[src/rtl/pmc_pkg.sv]
package pmc_pkg;
  localparam int unsigned SRC_N   = 3;
  localparam int unsigned SRC_PRI = 0;
  localparam int unsigned SRC_SEC = 1;
  localparam int unsigned SRC_RC  = 2;
  localparam int unsigned MODE_W  = 3;

  typedef logic [SRC_N-1:0] src_oh_t;

  typedef enum logic [1:0] {
    PM_RUN   = 2'd0,
    PM_IDLE  = 2'd1,
    PM_SLEEP = 2'd2
  } pm_state_e;

  localparam logic [MODE_W-1:0] MODE_SLEEP = 3'd0;
  localparam logic [MODE_W-1:0] MODE_RUN0  = 3'd1;
  localparam logic [MODE_W-1:0] MODE_IDLE0 = 3'd5;

  localparam src_oh_t SRC_RESET = src_oh_t'(1) << SRC_PRI;

  // Select code to one-hot source; the unused code falls back to primary.
  function automatic src_oh_t sel_decode(input logic [1:0] code);
    src_oh_t oh;
    case (code)
      2'b01:   oh = src_oh_t'(1) << SRC_SEC;
      2'b11:   oh = src_oh_t'(1) << SRC_RC;
      default: oh = src_oh_t'(1) << SRC_PRI;
    endcase
    return oh;
  endfunction

  function automatic logic [1:0] src_index(input src_oh_t oh);
    logic [1:0] idx;
    idx = '0;
    for (int i = 0; i < SRC_N; i++) begin
      if (oh[i]) idx = 2'(i);
    end
    return idx;
  endfunction
endpackage

[src/rtl/pmc_ctrl_reg.sv]
module pmc_ctrl_reg
  import pmc_pkg::*;
#(
  parameter int unsigned CTRL_W   = 8,
  parameter int unsigned IDLE_BIT = 7,
  parameter int unsigned SEL_LSB  = 0
) (
  input  logic              clk_i,
  input  logic              rst_ni,
  input  logic              we_i,
  input  logic [CTRL_W-1:0] wdata_i,
  output logic              idle_q_o,
  output src_oh_t           req_q_o,
  output src_oh_t           req_nxt_o
);
  logic    idle_q;
  src_oh_t req_q;

  // The request seen by the source switch already includes this cycle's write.
  always_comb begin
    req_nxt_o = we_i ? sel_decode(wdata_i[SEL_LSB +: 2]) : req_q;
  end

  always_ff @(posedge clk_i) begin
    if (!rst_ni) begin
      idle_q <= 1'b0;
      req_q  <= SRC_RESET;
    end else if (we_i) begin
      idle_q <= wdata_i[IDLE_BIT];
      req_q  <= req_nxt_o;
    end
  end

  assign idle_q_o = idle_q;
  assign req_q_o  = req_q;

  p_idle_stable_r7: assert property (@(posedge clk_i) disable iff (!rst_ni)
    !we_i |=> $stable(idle_q));
endmodule

[src/rtl/pmc_src_switch.sv]
module pmc_src_switch
  import pmc_pkg::*;
(
  input  logic           clk_i,
  input  logic           rst_ni,
  input  logic           we_i,
  input  src_oh_t        req_q_i,
  input  src_oh_t        req_nxt_i,
  input  logic [SRC_N-1:0] osc_run_i,
  output src_oh_t        active_o,
  output logic           pending_o
);
  src_oh_t active_q;
  logic    req_ready;

  assign req_ready = |(req_nxt_i & osc_run_i);

  always_ff @(posedge clk_i) begin
    if (!rst_ni) begin
      active_q <= SRC_RESET;
    end else if (req_ready) begin
      active_q <= req_nxt_i;
    end
  end

  assign active_o  = active_q;
  assign pending_o = |(req_q_i ^ active_q);

  p_switch_needs_osc_r4: assert property (@(posedge clk_i) disable iff (!rst_ni)
    (active_q != $past(active_q)) |-> |(active_q & $past(osc_run_i)));

  p_pending_hold_r4: assert property (@(posedge clk_i) disable iff (!rst_ni)
    (pending_o && !we_i && !(|(req_q_i & osc_run_i))) |=> $stable(active_q));

  p_pending_done_r4: assert property (@(posedge clk_i) disable iff (!rst_ni)
    (pending_o && !we_i && |(req_q_i & osc_run_i)) |=> !pending_o);
endmodule

[src/rtl/pmc_mode_fsm.sv]
module pmc_mode_fsm
  import pmc_pkg::*;
(
  input  logic      clk_i,
  input  logic      rst_ni,
  input  logic      sleep_i,
  input  logic      wake_i,
  input  logic      idle_q_i,
  output pm_state_e state_o
);
  pm_state_e state_q, state_d;

  always_comb begin
    state_d = state_q;
    case (state_q)
      PM_RUN:   if (sleep_i) state_d = idle_q_i ? PM_IDLE : PM_SLEEP;
      PM_IDLE,
      PM_SLEEP: if (wake_i) state_d = PM_RUN;
      default:  state_d = PM_RUN;
    endcase
  end

  always_ff @(posedge clk_i) begin
    if (!rst_ni) state_q <= PM_RUN;
    else         state_q <= state_d;
  end

  assign state_o = state_q;

  p_enter_sleep_r5: assert property (@(posedge clk_i) disable iff (!rst_ni)
    (state_q == PM_RUN && sleep_i && !idle_q_i) |=> (state_q == PM_SLEEP));

  p_enter_idle_r6: assert property (@(posedge clk_i) disable iff (!rst_ni)
    (state_q == PM_RUN && sleep_i && idle_q_i) |=> (state_q == PM_IDLE));

  p_wake_run_r9: assert property (@(posedge clk_i) disable iff (!rst_ni)
    (state_q != PM_RUN && wake_i) |=> (state_q == PM_RUN));

  p_lowpower_hold_r10: assert property (@(posedge clk_i) disable iff (!rst_ni)
    (state_q != PM_RUN && !wake_i) |=> $stable(state_q));
endmodule

[src/rtl/pmc_out_dec.sv]
module pmc_out_dec
  import pmc_pkg::*;
(
  input  pm_state_e          state_i,
  input  src_oh_t            active_i,
  output src_oh_t            src_sel_o,
  output logic               cpu_en_o,
  output logic               per_en_o,
  output logic [MODE_W-1:0]  mode_o
);
  logic [MODE_W-1:0] src_off;

  assign src_off = MODE_W'(src_index(active_i));

  always_comb begin
    src_sel_o = active_i;
    cpu_en_o  = 1'b1;
    per_en_o  = 1'b1;
    mode_o    = MODE_RUN0 + src_off;
    case (state_i)
      PM_IDLE: begin
        cpu_en_o = 1'b0;
        mode_o   = MODE_IDLE0 + src_off;
      end
      PM_SLEEP: begin
        src_sel_o = '0;
        cpu_en_o  = 1'b0;
        per_en_o  = 1'b0;
        mode_o    = MODE_SLEEP;
      end
      default: ;
    endcase
  end
endmodule

[src/rtl/pwr_mode_ctrl.sv]
module pwr_mode_ctrl
  import pmc_pkg::*;
#(
  parameter int unsigned CTRL_W   = 8,
  parameter int unsigned IDLE_BIT = 7,
  parameter int unsigned SEL_LSB  = 0
) (
  input  logic              clk_i,
  input  logic              rst_ni,
  input  logic              ctrl_we_i,
  input  logic [CTRL_W-1:0] ctrl_wdata_i,
  input  logic              sleep_i,
  input  logic              wake_i,
  input  logic [2:0]        osc_run_i,
  output logic [2:0]        src_sel_o,
  output logic              cpu_clk_en_o,
  output logic              per_clk_en_o,
  output logic [2:0]        mode_o,
  output logic              switch_pending_o
);
  logic      idle_q;
  src_oh_t   req_q, req_nxt, active;
  pm_state_e state;

  pmc_ctrl_reg #(
    .CTRL_W   (CTRL_W),
    .IDLE_BIT (IDLE_BIT),
    .SEL_LSB  (SEL_LSB)
  ) u_ctrl (
    .clk_i     (clk_i),
    .rst_ni    (rst_ni),
    .we_i      (ctrl_we_i),
    .wdata_i   (ctrl_wdata_i),
    .idle_q_o  (idle_q),
    .req_q_o   (req_q),
    .req_nxt_o (req_nxt)
  );

  pmc_src_switch u_switch (
    .clk_i     (clk_i),
    .rst_ni    (rst_ni),
    .we_i      (ctrl_we_i),
    .req_q_i   (req_q),
    .req_nxt_i (req_nxt),
    .osc_run_i (osc_run_i),
    .active_o  (active),
    .pending_o (switch_pending_o)
  );

  pmc_mode_fsm u_fsm (
    .clk_i    (clk_i),
    .rst_ni   (rst_ni),
    .sleep_i  (sleep_i),
    .wake_i   (wake_i),
    .idle_q_i (idle_q),
    .state_o  (state)
  );

  pmc_out_dec u_dec (
    .state_i   (state),
    .active_i  (active),
    .src_sel_o (src_sel_o),
    .cpu_en_o  (cpu_clk_en_o),
    .per_en_o  (per_clk_en_o),
    .mode_o    (mode_o)
  );

  p_cpu_needs_per_r8: assert property (@(posedge clk_i) disable iff (!rst_ni)
    cpu_clk_en_o |-> per_clk_en_o);

  p_sel_onehot_r2: assert property (@(posedge clk_i) disable iff (!rst_ni)
    per_clk_en_o |-> $onehot(src_sel_o));

  p_sleep_quiet_r5: assert property (@(posedge clk_i) disable iff (!rst_ni)
    !per_clk_en_o |-> (src_sel_o == 3'b000 && mode_o == 3'd0));
endmodule

[config.mk]
export PLATFORM = sky130hd
export DESIGN_NAME = pwr_mode_ctrl
export DESIGN_NICKNAME = d
export VERILOG_FILES = /design/src/rtl/pmc_pkg.sv /design/src/rtl/pmc_ctrl_reg.sv /design/src/rtl/pmc_src_switch.sv /design/src/rtl/pmc_mode_fsm.sv /design/src/rtl/pmc_out_dec.sv /design/src/rtl/pwr_mode_ctrl.sv
export SDC_FILE = /design/constraint.sdc
export NUM_CORES = 1
export LEC_CHECK = 0
export CORE_AREA = 2 2 43 45
export DETAILED_ROUTE_END_ITERATION = 10
export DIE_AREA = 0 0 45 47
export GPL_TIMING_DRIVEN = 0
export PLACE_DENSITY_LB_ADDON = 0.25
export RECOVER_POWER = 50
export SLEW_MARGIN = 40
export SYNTH_ARGS = -nofsm -noshare
export SYNTH_HDL_FRONTEND = slang
export SYNTH_SLANG_ARGS = --single-unit
[constraint.sdc]
create_clock -name clk_i -period 1.2 [get_ports clk_i]
set_input_delay 0.18 -clock clk_i [delete_from_list [all_inputs] [get_ports clk_i]]
set_output_delay 0.18 -clock clk_i [all_outputs]
set_load 0.1 [all_outputs]
== After elaboration in Yosys (flattened, before gate mapping) ==
Cells that the tools add are included.

* Input bits: 16
* Bits in writable memories: 0
* Bits in latches: 0
* Bits in read-only memories: 0
* Register bits after elaboration: 9
* Output and inout port bits: 9
* Memories kept: 0
* Word-level logic and storage cells: 31

* Multipliers: 0
* $add $sub $neg: 2
* Divide/modulo/power cells: 0
* Shift operators: 0
* Eq/ne operators: 6
* Reductions and logical operators: 5
* Magnitude comparators: 0
* Muxes and demuxes: 12
* Bitwise operators: 2

{| class="wikitable"
|+ Operators with widths
! operator !! number
|-
| case mux 3 bit (2 select lines) || 2
|-
| two-way mux 2 bit || 4
|-
| two-way mux 3 bit || 2
|-
| OR reduction 3 bit || 2
|-
| equality test 2 x 1 -> 1 bit, second input constant || 2
|-
| equality test 2 bit, second input constant || 2
|-
| case mux 2 bit (2 select lines) || 1
|-
| adder 1 x 2 -> 3 bit, first input constant || 1
|-
| adder 3 x 2 -> 3 bit, first input constant || 1
|-
| AND 3 bit || 1
|-
| two-way mux 1 bit || 3
|-
| bitwise XOR 3 bit || 1
|-
| logical NOT 2 bit || 1
|-
| inequality test 2 x 1 -> 1 bit, second input constant || 1
|-
| inequality test 2 bit, second input constant || 1
|-
| AND reduction 2 bit || 1
|-
| OR reduction 2 bit || 1
|}

== Logic depth before layout (Yosys ltp) ==
Gate-level depths: netlist (run 1).

* Word-level depth: 5
* Gate-level depth with buffers: 6
* Mapped depth without buffers: 6

== Modules after synthesis ==
A second synthesis (run 1) with hierarchy kept.

* Cells, all modules: 64
* Area total of the unflattened synthesis: 546.8 µm²

{| class="wikitable"
|+ Modules (own cells, without submodules)
! module !! instances !! area an instance (µm²) !! cells each !! seq. area each (µm²)
|-
| pmc_src_switch || 1 || 175.2 || 19 || 60.1
|-
| pmc_ctrl_reg || 1 || 163.9 || 18 || 80.1
|-
| pmc_mode_fsm || 1 || 120.1 || 14 || 40.0
|-
| pmc_out_dec || 1 || 87.6 || 13 || 0.0
|}

== Worst setup path after synthesis (run 1) ==
OpenSTA, ideal clock, no wires.

* Path kind: register to output
* Start point: reg u_fsm.state_q[0], in the netlist u_fsm.state_o[0]
* End point: out mode_o[1]
* Buffers on the path: 0
* Setup slack: -1604 ps
* Required time: 1020 ps
* Cell stages (with the launch flop): 5
* Arrival: 2624 ps
* Cells stage by stage: dfxtp_1 -> inv_1 -> ha_1 -> nor2b_1 -> or2_2

* Word-level cells in the longest chain between the ends: 2
* Elaborated cells between the ends (all ways): 3
* Classes of those cells: 2 x eq/ne; 1 x mux

{| class="wikitable"
|+ Ends and longest elaborated chain
! item !! RTL line !! text
|-
| start, declared || pmc_mode_fsm.sv:11 || <nowiki>pm_state_e state_q, state_d;</nowiki>
|-
| start signal, assigned || pmc_mode_fsm.sv:25 || <nowiki>else state_q <= state_d;</nowiki>
|-
| equality test 2 bit / equality test 2 x 1 -> 1 bit (equally long branches) || pmc_out_dec.sv:20 || <nowiki>case (state_i)</nowiki>
|-
| case mux 3 bit (2 select lines) * || pmc_out_dec.sv:20 ||
|-
| end, declared || pwr_mode_ctrl.sv:18 || <nowiki>output logic [2:0] mode_o,</nowiki>
|}

Every way passes the cells marked *; elsewhere a longest branch is shown, timed or not.

== Worst setup path after layout (run 1) ==
Same ends and word-level chain as after synthesis.

==> run summary, run 1 <==
Run status - finished, violations left
Failing checks - negative setup slack
CP startpoint kind - flop
Initial drt markers - 1
# fillers - 127
Die Y - 47 um
Routed vias/inst - 4.80
Actual slew at the worst max-slew pin - 326 ps
Post-synth EDFFs - 0
Pre-CTS WS - -502 ps
H-tree Lvls - 1
#FFs+latches synth - 9
Global-route usage over all layers - 13.6%
Most frequent cells in the layout - buf_12, clkdlybuf4s50_1, buf_4
Worst VDD drop - 0.636 mV
Worst Path Arrival - 1330 ps
Vias - 504
Num rows - 15
Starting density of the core - 31.6%
Final wirelength - 1340 um
RSZ-0062 raised after global routing - true
Avg WL per Cell - 12.7 um
Final Cycle Share - 126%
Design Area, Final - 0.00105 sq mm
Ranking of synthesized cells by area - dfxtp_1, mux2i_1, ha_1, inv_1, xnor2_1
Register area share after synthesis - 34.5%
Slowest Stage Delay on Critical Path - 330 ps
First-pass GRT wire length - 2040 um
CP max-delay cell - dfxtp_2
Highest Clock Rate - 0.661 GHz
Largest net degree at the start of global routing - 10
Inserted Diodes - 0
Reg area - 195 sq um
Crit path cell chain - inv_4 > ha_4 > nor2b_4 > or2_4 > buf_12
Die area - 0.00212 sq mm
Worst skew pair latency - 260 ps
DRT Pass-1 Iters - 2
CP Class - reg2out
Slew Limit Fails - 0
DRC errors left - 0
Final nets - 108
Area leader, netlist - dfxtp_1
TritonCTS clock tree - built
Lkg Pwr - 0.438 nW
Commonest non-fill, non-tap cell in the layout - buf_12
Initial antenna violation count - 0
Vias in the first global route - 456
Total CTS buffers - 3
Placed cell area - 744 sq um
Post-Syn Area - 522 sq um
Fin crit period - 1510 ps
Syn_nets - 79
Hold slack - 218 ps
Top cell type's share of synthesized area - 34.5%
RD Place Congestion - 0.772
Final WS setup - -314 ps
Final ANT Viol Nets - 0
Crit path max fanout - 5
Area growth syn-to-layout - 102%
Post-Route Skew - 4.44 ps
Top FF cell, synth - dfxtp_1
Required time of the worst setup path - 1020 ps
Gr ovfl total - 0
Cells after DPL - 94
Crit. End Element - primary output
Post-Syn Instances - 60
Layout Cells excl Fill - 105
# setup viols final - 12
Clock Tree Root - clkbuf_4
Power, Total - 1.38 mW
Post-synthesis async set-or-reset flop share - 0%
Crit-path leading delay family - flip-flops
Synth warnings - 0
Number of max-cap violations - 0
Hold crit path type - in2reg
Crit path buf inv count - 2
Area of the multi-input gates - 432 sq um
Port-buffer cells - 17
Clock Sinks - 9
Avg Cell Area, Syn - 8.70 sq um
Slew headroom - 78.3%
Hpwl dp - 859 um
Total I/O pin count - 25
Worst-path clk slew - 60 ps
Hold-fix buffers, CTS - 0
Netlist cell types - 26
Share of cells above drive strength 1 - 54.5%
Chip width - 45 um
PwrDens - 1310 mW/mm^2
Longest Clk Path Bufs - 2
Core area - 0.00165 sq mm
Hold Vio Cnt, Final - 0
through the flow:
step	util [%]	setup TNS [ps]
floorplan	-	-2400
global placement	47.8	-8420
detailed placement	45.1	-2330
CTS	60.2	-1970
global route	63.7	-2610
finish	63.7	-2160
repair_timing:
action / in CTS / in global routing
buffers inserted: 4 / 3
gates resized for setup: 50 / 9
pin swaps: 8 / 7
setup endpoints to repair: 13 / 13
final timing paths:
| check | from | end | slack, ps | depth (start not counted) |
|---|---|---|---|---|
| worst min register to register | u_switch.active_o[1] | u_switch.active_o[1] | 540 | 2 |
| worst max register to register | u_fsm.state_o[1] | u_fsm.state_o[0] | -210 | 6 |
| worst min-delay path | rst_ni | u_ctrl.req_q_o[0] | 220 | 2 |
| worst max-delay path | u_fsm.state_o[0] | mode_o[1] | -310 | 5 |
cell usage after synthesis (2+ instances only):
master	instances
o21a_1	2
o22ai_1	2
and2_1	3
inv_1	9
xnor2_1	3
nand2_1	4
nand3_1	2
mux2i_1	4
dfxtp_1	9
nor2b_1	2
ha_1	3
nor2_1	3
flip-flops by register name, summed over array words and instances, names as in the netlist:
name,count
u_ctrl.req_q_o,3
u_switch.active_o,3
u_fsm.state_o,2
u_ctrl.idle_q_o,1
final cells by class:
type	instances	area share [%]
buffer	2	1.43
clock buffer	4	2.50
inverter	9	4.28
multi-input combinational	40	41.0
sequential	9	18.5
tap	17	2.02
timing repair buffer	24	30.2
metal layers:
layer	track usage, %	part of all wire (%)
met5	0	0
met4	3.53	1.7
met3	4.62	4.4
met2	23.1	58
met1	16.7	36
cells by family after synthesis:
logic type	Yosys count	share of synthesized area, %
flops	9	34.5
compound gates	11	15.8
simple gates	18	17.5
mux	5	10.6
xor+xnor	3	5.04
buf+inv	11	9.35
fa+ha+maj	3	7.20
where the power goes:
| part | switching, mW | total, mW | leakage [nW] | internal (mW) |
|---|---|---|---|---|
| Combinational | 0.476 | 0.802 | 0.346 | 0.326 |
| Clock | 0.103 | 0.231 | 0.0150 | 0.128 |
| Sequential | 0.0278 | 0.346 | 0.0772 | 0.319 |
Power figures use the tool's default switching activity.
==> run 2: changes to the inputs <==
--- a/constraint.sdc
+++ b/constraint.sdc
@@ -3,2 +3,2 @@
 set_output_delay 0.18 -clock clk_i [all_outputs]
-set_load 0.1 [all_outputs]
+set_load 0.05 [all_outputs]
==> run 2 against run 1 <==
The run still ends with negative setup slack left. Count of clock-buffer cells in the layout is the same. Die area unchanged. Non-clock buffer count increased by 2. Hold slack worse by 15 ps. Total power is 18% lower.
==> run summary, run 2 (synthesized netlist as in run 1, its figures left out) <==
Crit path cell chain - inv_4 > ha_4 > nor2_4 > or2_4 > buf_8
CP startpoint kind - flop
Reg2reg path depth - 6 (unchanged)
Setup tns final - -1790 ps (+370 ps)
Reg2reg end - u_fsm.state_o[0]
Largest net degree at the start of global routing - 10 (unchanged)
Final nets - 110 (+1.9%)
Port-buffer cells - 17 (unchanged)
Clock Sinks - 9 (unchanged)
Post-Route Skew - 3.21 ps (-1.23 ps)
Gr ovfl total - 0 (unchanged)
DRT Pass-1 Iters - 2 (unchanged)
Min-delay src - rst_ni
CP max-delay cell - dfxtp_2
Area growth syn-to-layout - 81.8%
Vias - 500 (-0.79%)
Reg2Reg Setup Slack - -200 ps (about the same)
Hold Path Depth - 2 (unchanged)
Core area - 0.00165 sq mm (unchanged)
TritonCTS clock tree - built
Hold crit path type - in2reg
Crit path max fanout - 5 (unchanged)
Most frequent cells in the layout - buf_6, buf_4, clkdlybuf4s50_1
Vias in the first global route - 474 (+3.9%)
Worst reg2reg startpoint - u_fsm.state_o[1]
Fin crit period - 1470 ps (-48.4 ps)
Met3 Usage GRT - 6.92% (+2.3 points)
H-tree Lvls - 1 (unchanged)
DRC errors left - 0 (unchanged)
Sw frac - 37.4% (-6.5 points)
Num rows - 15 (unchanged)
Total CTS buffers - 3 (unchanged)
Slew Limit Fails - 0 (unchanged)
Reg area - 198 sq um (+1.3%)
Total I/O pin count - 25 (unchanged)
Failing checks - negative setup slack
Initial antenna violation count - 0 (unchanged)
CP Class - reg2out
# fillers - 137 (+7.9%)
Final wirelength - 1160 um (-13%)
Slowest Stage Delay on Critical Path - 330 ps (about the same)
Busiest layer in global routing - met2
Actual slew at the worst max-slew pin - 306 ps (-19.7 ps)
Worst VDD drop - 0.745 mV (+17%)
Flop pwr share - 30.5% (+5.4 points)
Starting density of the core - 31.6% (unchanged)
Run status - finished, violations left
# setup viols final - 11 (-1)
Internal power - 0.706 mW (-8.6%)
Area of the multi-input gates - 390 sq um (-9.6%)
RD Place Congestion - 0.681 (-12%)
RSZ-0062 raised after global routing - true
Worst skew pair latency - 260 ps (about the same)
Crit. End Element - primary output
Hold-fix buffers, CTS - 0 (unchanged)
Crit-path leading delay family - flip-flops
Die area - 0.00212 sq mm (unchanged)
Layout Cells excl Fill - 107 (+1.9%)
Global-route usage over all layers - 13.3% (-0.34 points)
Worst-path clk slew - 60 ps (about the same)
GR Util met1 - 15.9% (-0.78 points)
Worst Path Arrival - 1290 ps (-40 ps)
Initial drt markers - 2 (+1)
Highest Clock Rate - 0.682 GHz (+3.3%)
Chip width - 45 um (unchanged)
Met2 Track Usage GR - 21.1% (-2.0 points)
First-pass GRT wire length - 1980 um (-3.0%)
Hold Vio Cnt, Final - 0 (unchanged)
Crit path buf inv count - 2 (unchanged)
Lkg Pwr - 0.409 nW (-6.7%)
Required time of the worst setup path - 1020 ps (about the same)
Clock power share - 20.3% (+3.6 points)
Number of max-cap violations - 0 (unchanged)
Routed vias/inst - 4.67 (-2.6%)
Cells after DPL - 94 (unchanged)
Final ANT Viol Nets - 0 (unchanged)
Share of cells above drive strength 1 - 55.6% (+1.0 points)
Die Y - 47 um (unchanged)
Inserted Diodes - 0 (unchanged)
Slew headroom - 79.6% (+1.3 points)
Logic pwr share - 49.2% (-8.9 points)
WHS Endpoint - u_ctrl.req_q_o[0]
PwrDens - 1190 mW/mm^2 (-9.2%)
Final WS setup - -265 ps (+48.4 ps)
Final Cycle Share - 122% (-4.0 points)
NetSw - 0.422 mW (-30%)
Hpwl dp - 827 um (-3.8%)
Avg WL per Cell - 10.9 um (-15%)
Longest Clk Path Bufs - 2 (unchanged)
Clock Tree Root - clkbuf_4
## run 2: cell types whose count changed in the layout (fill, tap and decap cells not counted), moves of 2 or more
cell / change
dfxtp_1: -2
buf_4: +2
buf_8: +2
dfxtp_2: +2
buf_6: +6
buf_12: -9
## run 2: worst max-delay path by stage
stage / startpoint / end / slack (ps) / depth (start not counted)
CTS: u_fsm.state_o[0] / mode_o[1] / -270 / 5
floorplan: u_fsm.state_o[0] / u_fsm.state_o[0] / -280 / 6
global placement: u_fsm.state_o[0] / mode_o[1] / -770 / 5
finish: u_fsm.state_o[0] / mode_o[1] / -270 / 5
detailed placement: u_fsm.state_o[0] / mode_o[1] / -780 / 5
global route: u_fsm.state_o[0] / mode_o[1] / -310 / 5
## run 2: power by group through the flow
stage	sequential [mW]	combinational, mW	clock [mW]
4_1_cts	0.344	0.536	0.240
6_report	0.344	0.555	0.229
2_1_floorplan	0.339	0.317	0
3_3_place_gp	0.343	0.442	0
3_5_place_dp	0.343	0.443	0
5_1_grt	0.346	0.589	0.254
## run 2: layer usage
layer  wire length [um]  vias up  part of all wire, %
met3                 66        0                  5.7
met1                505      228                   43
met2                593       12                   51
li1                   -      260                    -
met5                  0        -                    0
met4                  0        0                    0
## run 2: final cells by class
class                           instances  area share, %
Multi-Input combinational cell         40           41.2
Timing Repair Buffer                   26           26.9
Sequential cell                         9           20.8
Inverter                                9           4.49
Clock buffer                            4           2.77
Tap cell                               17           2.24
Buffer                                  2           1.58
## run 2: worst reg2reg max path, cell delays in order, from the launching register on
cell and delay (ps):
dfxtp_4 380, inv_4 40, ha_4 260, clkinvlp_4 110, o22ai_4 190, mux2i_1 210, and2_1 150
## run 2: timing repair
action	4_1_cts	5_1_grt
endpoints found under the setup margin	13	14
pin swaps	6	3
gates resized for setup	83	3
buffers inserted	6	3
## run 2: per-stage QoR
stage / utilization, % / total power [mW] / setup slack [ps] / instance area [sq um] / hold WS (ps)
final: 57.4 / 1.13 / -265 / 948 / 203
after global routing: 57.4 / 1.19 / -312 / 948 / 226
after CTS: 55.5 / 1.12 / -268 / 917 / 211
after detailed placement: 46.6 / 0.786 / -779 / 769 / 486
after global placement: 46.6 / 0.785 / -772 / 769 / 483
after floorplan: - / 0.656 / -280 / 578 / 349
